$ cat config.mk
export PLATFORM = sky130hd
export DESIGN_NAME = mem_clk_div
export DESIGN_NICKNAME = d
export VERILOG_FILES = /design/src/rtl/mcd_pkg.sv /design/src/rtl/mcd_cfg_reg.sv /design/src/rtl/mcd_prescaler.sv /design/src/rtl/mcd_divider.sv /design/src/rtl/mem_clk_div.sv
export SDC_FILE = /design/constraint.sdc
export NUM_CORES = 1
export LEC_CHECK = 0
export BUFFER_PORTS_ARGS = -buffer_cell sky130_fd_sc_hd__buf_2
export CORE_MARGIN = 2
export CORE_UTILIZATION = 36
export DETAILED_ROUTE_END_ITERATION = 8
export PLACE_DENSITY_LB_ADDON = 0.25
export SLEW_MARGIN = 10
export SYNTH_ARGS = -nofsm -noshare
export SYNTH_HDL_FRONTEND = slang
export SYNTH_SLANG_ARGS = --single-unit
export TNS_END_PERCENT = 20
$ cat constraint.sdc
create_clock -name clk_i -period 1.75 [get_ports clk_i]
set_input_delay 0.35 -clock clk_i [delete_from_list [all_inputs] [get_ports clk_i]]
set_output_delay 0.35 -clock clk_i [all_outputs]
set_load 0.03 [all_outputs]
$ cat src/rtl/mcd_pkg.sv
package mcd_pkg;
  localparam int unsigned DIV_W = 6;

  typedef struct packed {
    logic             pre_en;
    logic [DIV_W-1:0] div;
  } mcd_cfg_t;

  localparam int unsigned CFG_W = $bits(mcd_cfg_t);
endpackage

$ cat src/rtl/mcd_cfg_reg.sv
module mcd_cfg_reg
  import mcd_pkg::*;
(
  input  logic                 clk_i,
  input  logic                 rst_ni,
  input  logic                 wr_en_i,
  input  logic [CFG_W-1:0]     wr_data_i,
  output mcd_cfg_t             cfg_o,
  output logic                 loaded_o
);
  mcd_cfg_t cfg_q;
  logic     loaded_q;

  always_ff @(posedge clk_i or negedge rst_ni) begin
    if (!rst_ni) begin
      cfg_q    <= '0;
      loaded_q <= 1'b0;
    end else if (wr_en_i) begin
      cfg_q    <= mcd_cfg_t'(wr_data_i);
      loaded_q <= 1'b1;  // sticky until reset
    end
  end

  assign cfg_o    = cfg_q;
  assign loaded_o = loaded_q;
endmodule

$ cat src/rtl/mcd_prescaler.sv
module mcd_prescaler #(
  parameter int unsigned PRE_DIV = 8
) (
  input  logic clk_i,
  input  logic rst_ni,
  input  logic restart_i,
  input  logic run_i,
  input  logic pre_en_i,
  output logic step_o
);
  generate
    if (PRE_DIV > 1) begin : g_cnt
      localparam int unsigned PW = $clog2(PRE_DIV);
      localparam logic [PW-1:0] LAST = PW'(PRE_DIV - 1);
      logic [PW-1:0] pcnt_q;
      logic          wrap;

      assign wrap = (pcnt_q == LAST);

      always_ff @(posedge clk_i or negedge rst_ni) begin
        if (!rst_ni)                  pcnt_q <= '0;
        else if (restart_i)           pcnt_q <= '0;
        else if (run_i && pre_en_i)   pcnt_q <= wrap ? '0 : pcnt_q + 1'b1;
      end

      assign step_o = run_i & (~pre_en_i | wrap);
    end else begin : g_pass
      assign step_o = run_i;
    end
  endgenerate
endmodule

$ cat src/rtl/mcd_divider.sv
module mcd_divider #(
  parameter int unsigned W = 6
) (
  input  logic         clk_i,
  input  logic         rst_ni,
  input  logic         restart_i,
  input  logic         step_i,
  input  logic [W-1:0] limit_i,
  output logic         tick_o
);
  logic [W-1:0] cnt_q;
  logic         wrap;

  assign wrap = (cnt_q == limit_i);

  always_ff @(posedge clk_i or negedge rst_ni) begin
    if (!rst_ni)        cnt_q <= '0;
    else if (restart_i) cnt_q <= '0;
    else if (step_i)    cnt_q <= wrap ? '0 : cnt_q + 1'b1;
  end

  assign tick_o = step_i & wrap;
endmodule

$ cat src/rtl/mem_clk_div.sv
module mem_clk_div
  import mcd_pkg::*;
#(
  parameter int unsigned PRE_DIV = 8
) (
  input  logic               clk_i,
  input  logic               rst_ni,
  input  logic               wr_en_i,
  input  logic [CFG_W-1:0]   wr_data_i,
  output logic [CFG_W:0]     rd_data_o,
  output logic               tick_o,
  output logic               loaded_o
);
  mcd_cfg_t cfg;
  logic     loaded;
  logic     step;

  mcd_cfg_reg u_cfg (
    .clk_i    (clk_i),
    .rst_ni   (rst_ni),
    .wr_en_i  (wr_en_i),
    .wr_data_i(wr_data_i),
    .cfg_o    (cfg),
    .loaded_o (loaded)
  );

  mcd_prescaler #(.PRE_DIV(PRE_DIV)) u_pre (
    .clk_i    (clk_i),
    .rst_ni   (rst_ni),
    .restart_i(wr_en_i),
    .run_i    (loaded),
    .pre_en_i (cfg.pre_en),
    .step_o   (step)
  );

  mcd_divider #(.W(DIV_W)) u_div (
    .clk_i    (clk_i),
    .rst_ni   (rst_ni),
    .restart_i(wr_en_i),
    .step_i   (step),
    .limit_i  (cfg.div),
    .tick_o   (tick_o)
  );

  assign rd_data_o = {loaded, cfg};
  assign loaded_o  = loaded;
endmodule

# Yosys cells after proc, flatten, opt, wreduce, memory -nomap -nowiden
# Index checks and enable logic that the tools add are counted.
dict set report word_totals {
  inputBits 10
  word_cells 22
  out_inout_bits 10
  reg_bits 17
}
dict set report classes {
  eq_ne 2
  mux 6
  addsub 2
  n_bitwise 4
  reduce_logical 3
}
# cell n
set ops {}
lappend ops {{$mux 6} 3}
lappend ops {{$mux 3} 3}
lappend ops {{$add 6x1->6 const B} 1}
lappend ops {{$eq 6x6->1} 1}
lappend ops {{$reduce_bool 2->1} 2}
lappend ops {{$add 3x1->3 const B} 1}
lappend ops {{$eq 3x3->1 const B} 1}
lappend ops {{$and 1x1->1} 2}
lappend ops {{$logic_and 1x1->1} 1}
lappend ops {{$not 1->1} 1}
lappend ops {{$or 1x1->1} 1}

# Logic depth before layout (Yosys ltp)
dict set report depth {
  depth_word 5
  mapped_depth 7
  mapped_depth_nobuf 6
}

# Modules after synthesis
# A second synthesis with hierarchy kept.
dict set report unflattened {
  cells_unflattened 72
  area_unflattened_um2 913.4
}
# mod area_each_um2 cells_each n_inst
set by_module_without_submodules {}
lappend by_module_without_submodules {mcd_divider 405.4 38 1}
lappend by_module_without_submodules {mcd_cfg_reg 322.8 17 1}
lappend by_module_without_submodules {mcd_prescaler 177.7 16 1}
lappend by_module_without_submodules {mem_clk_div 7.5 1 1}

# Worst setup path before layout
# OpenSTA, ideal clock, no wires.
dict set report synth_timing {
  kind {reg-to-output}
  startpoint {register u_pre.g_cnt.pcnt_q[0]}
  endpoint {output tick_o}
  t_arrival_ns 1.425
  setup_slack_ns -0.025
  stages_incl_launch_ff 7
  cell_sequence {dfrtp_1 -> ha_1 -> ha_1 -> nand2b_4 -> and2_1 -> buf_6 -> and2_1}
}
dict set report synth_between {
  elab_chain_len 4
}
# item line_no
set synth_lines {}
lappend synth_lines {{start, declared} mcd_prescaler.sv:15} ;# logic [PW-1:0] pcnt_q;
lappend synth_lines {{start signal, assigned} mcd_prescaler.sv:23} ;# else if (run_i && pre_en_i) pcnt_q <= wrap ? '0 : pcnt_q + 1'b1;
lappend synth_lines {{$eq 3x3->1} mcd_prescaler.sv:18} ;# assign wrap = (pcnt_q == LAST);
lappend synth_lines {{$or 1x1->1} mcd_prescaler.sv:26} ;# assign step_o = run_i & (~pre_en_i | wrap);
lappend synth_lines {{$and 1x1->1} mcd_prescaler.sv:26}
lappend synth_lines {{$and 1x1->1} mcd_divider.sv:22} ;# assign tick_o = step_i & wrap;
lappend synth_lines {{end, declared} mem_clk_div.sv:11} ;# output logic tick_o,
# Every way passes these cells.

# Final worst setup path
# Same ends and word-level chain as after synthesis.

==> qor.yml <==
outcome: "complete, but fails checks"
violations: "setup timing"
rows: 18
grt_max_degree: 20
vdd_ir_drop_max_uv: 457
maxCapViolations: 0
grt_pass1_vias: 609
grt_usage_pct: 13.7
ys_ff_latch: 17
skew_ns: 0.00260
antenna_found_initial: 0
reg2reg_to: "u_div.cnt_q[2]"
regToRegSetupSlack_ns: 0.11
drt_pass1_iterations: 4
synth.avg_cell_area_um2: 11.9
tns_ns: -0.218
p_leak_uw: 0.000508
crit_slowest_cell: "dfrtp_1"
finalWeightedCongestion: 0.744
detail-route-antenna-nets: 0
grt_pass1_wl_um: 2730
vias: 659
slew_headroom_pct: 74.4
ff_latch_area_um2: 425
hold_viol_final: 0
fmax_ghz: 0.508
crit_family: "simple AND/OR/NAND/NOR gates"
cp_data_arrival_time_ns: 1.62
clockBufferDepth: 2
endpoint_kind: "primary output"
slowest_delay_ns: 0.41
cp.buffers_inverters: 1
fin_area_mm2: 0.00112
hp-class: "input pin to flop"
grt_setup_unrepaired: "true"
core_mm2: 0.00243
drv_slew: 0
path_cells: "ha_2 > ha_2 > nand2b_4 > and2_4 > and2_4 > buf_6"
io_buffers: 19
power_density_mw_per_mm2: 768
synthCells: 76
path_clk_slew_ns: 0.10
required_ns: 1.40
holdPathEnd: "u_cfg.cfg_o[2]"
fp.dieArea_mm2: 0.00293
diodes: 0
timing.rr.start: "u_pre.g_cnt.pcnt_q[0]"
clock_latency_ns: 0.30
io_pins: 20
syn_nets: 89
instances_no_fill: 135
cts_htree_levels: 1
seq_area_frac_synth_pct: 47.1
hold_slack_ns: 0.277
fin_crit_sh_pct: 112
wl_per_cell_um: 13.0
drtIter0Drc: 8
start_util_pct: 37.1
final_layout_size_suffix_gt1_share_pct: 46.7
critPathKind: "flop to primary output"
hp-start: "wr_data_i[2]"
die_w_um: 54.1
multi_input_area_um2: 435
fillers: 236
overflow: 0
place_area_mm2: 0.00101
r2r_cells: 7
numClockSinks: 17
routed_wirelength_um: 1760
fin_nets: 119
root_buffer: "clkbuf_4"
syn_to_final_growth_pct: 23.5
worst_slack_ns: -0.218
hold_depth: 2
syn_area_um2: 903
synth_cell_type_count: 26
die_y_um: 54.1
finalSetupViolations: 1
vias_per_cell: 4.88
worst_slew_pin_slew_ns: 0.384
cts_tree: "yes"
post-place-cells: 123
cp-start-kind: "flop"
critPathMaxFanout: 2
cts-buffers-inserted: 3
yosysWarnings: 0
drc: 0
hpwl_um: 1210
post-route-min-period_ns: 1.97
## through the flow
| stage | utilization (%) | power [uW] | worst slack [ns] |
|---|---|---|---|
| 2_1_floorplan | - | 582 | 0.0413 |
| 3_3_place_gp | 41.6 | 626 | 0.0351 |
| 3_5_place_dp | 41.6 | 631 | 0.00486 |
| 4_1_cts | 44.3 | 855 | -0.199 |
| 5_1_grt | 45.9 | 916 | -0.274 |
| 6_report | 45.9 | 857 | -0.218 |
## placed cells by master, fill, tap and decap left out, types with 2 or more instances in the layout
cell type and n:
a211oi_2 2, and2_1 2, mux2_2 7, xor2_1 5, buf_4 10, and2_4 2
nand2_1 3, a21oi_1 3, and3_1 2, a211oi_1 2, dfrtp_1 17, clkbuf_4 3
xnor2_1 5, nor2_1 3, ha_2 2, nand3_1 2, buf_2 18, nand4_1 3
## state kept, by name, indices dropped and copies added (netlist names)
register and flops:
u_cfg.loaded_o 1, u_cfg.cfg_o 7, u_div.cnt_q 6, u_pre.g_cnt.pcnt_q 3
## final cells by class
cell class	instances	area share (%)
Clock buffer	3	2.02
Clock inverter	1	0.448
Inverter	1	0.336
Multi-Input combinational cell	53	39.0
Sequential cell	17	38.1
Tap cell	30	3.36
Timing Repair Buffer	30	16.7
## worst max-delay path by stage
stage / startpoint / to / slack (ns) / cells after the start
6_report: u_pre.g_cnt.pcnt_q[0] / tick_o / -0.22 / 6
5_1_grt: u_pre.g_cnt.pcnt_q[0] / tick_o / -0.27 / 6
4_1_cts: u_pre.g_cnt.pcnt_q[0] / tick_o / -0.20 / 6
3_5_place_dp: u_pre.g_cnt.pcnt_q[0] / tick_o / 0.005 / 6
3_3_place_gp: u_pre.g_cnt.pcnt_q[0] / tick_o / 0.04 / 6
2_1_floorplan: u_pre.g_cnt.pcnt_q[0] / tick_o / 0.04 / 6
## routing by layer
metal	vias up	wire length [um]	GRT usage, %
met5	-	0	0
li1	322	-	-
met4	0	48	8.75
met2	15	870	20.3
met1	317	777	18.3
met3	5	60	2.50
## Yosys cell counts
master / instances / area (um2)
a211oi_2: 2 / 25.0
buf_6: 3 / 33.8
or2_2: 1 / 6.26
nand2b_4: 1 / 13.8
buf_4: 2 / 15.0
a211oi_1: 2 / 15.0
o22ai_1: 1 / 6.26
nand3b_1: 1 / 7.51
ha_1: 3 / 37.5
and2_1: 4 / 25.0
a21oi_1: 3 / 15.0
nand3_1: 2 / 10.0
nand2_1: 3 / 11.3
o32ai_1: 1 / 8.76
xor2_1: 5 / 43.8
and3_1: 2 / 12.5
inv_1: 1 / 3.75
xnor2_1: 5 / 43.8
nand4_1: 3 / 18.8
mux2_2: 7 / 78.8
nand2b_1: 1 / 6.26
nor3_4: 1 / 16.3
nor2_1: 3 / 11.3
dfrtp_1: 17 / 425
nor3b_1: 1 / 7.51
nor3_1: 1 / 5.00
## power by group
group / total (uW) / switching, uW / internal (uW) / leakage [uW]
sequential: 450 / 29.5 / 420 / 0.000214
clock: 213 / 127 / 85.2 / 0.0000177
combinational: 195 / 105 / 89.9 / 0.000277
## logic make-up (layout without fill, tap and decap cells)
| kind of cell | count (synthesis) | count (layout) | synth area share (%) |
|---|---|---|---|
| adders and majority gates | 3 | 3 | 4.16 |
| buffers and inverters | 6 | 35 | 5.82 |
| DFF | 17 | 17 | 47.1 |
| muxes | 7 | 7 | 8.73 |
| and+or+nand+nor | 24 | 24 | 16.8 |
| xor gates and xnor gates | 10 | 10 | 9.69 |
| AOI/OAI and AO/OA | 9 | 9 | 7.76 |
## repair_timing
| item | CTS | global route |
|---|---|---|
| pin swaps | 0 | 1 |
| hold endpoints to repair | 17 | 0 |
| buffers inserted | 2 | 5 |
| hold buffers | 1 | 0 |
| resized for setup | 5 | 0 |
| endpoints found under the setup margin | 1 | 1 |
No activity file was read; power rests on OpenSTA's default activity.
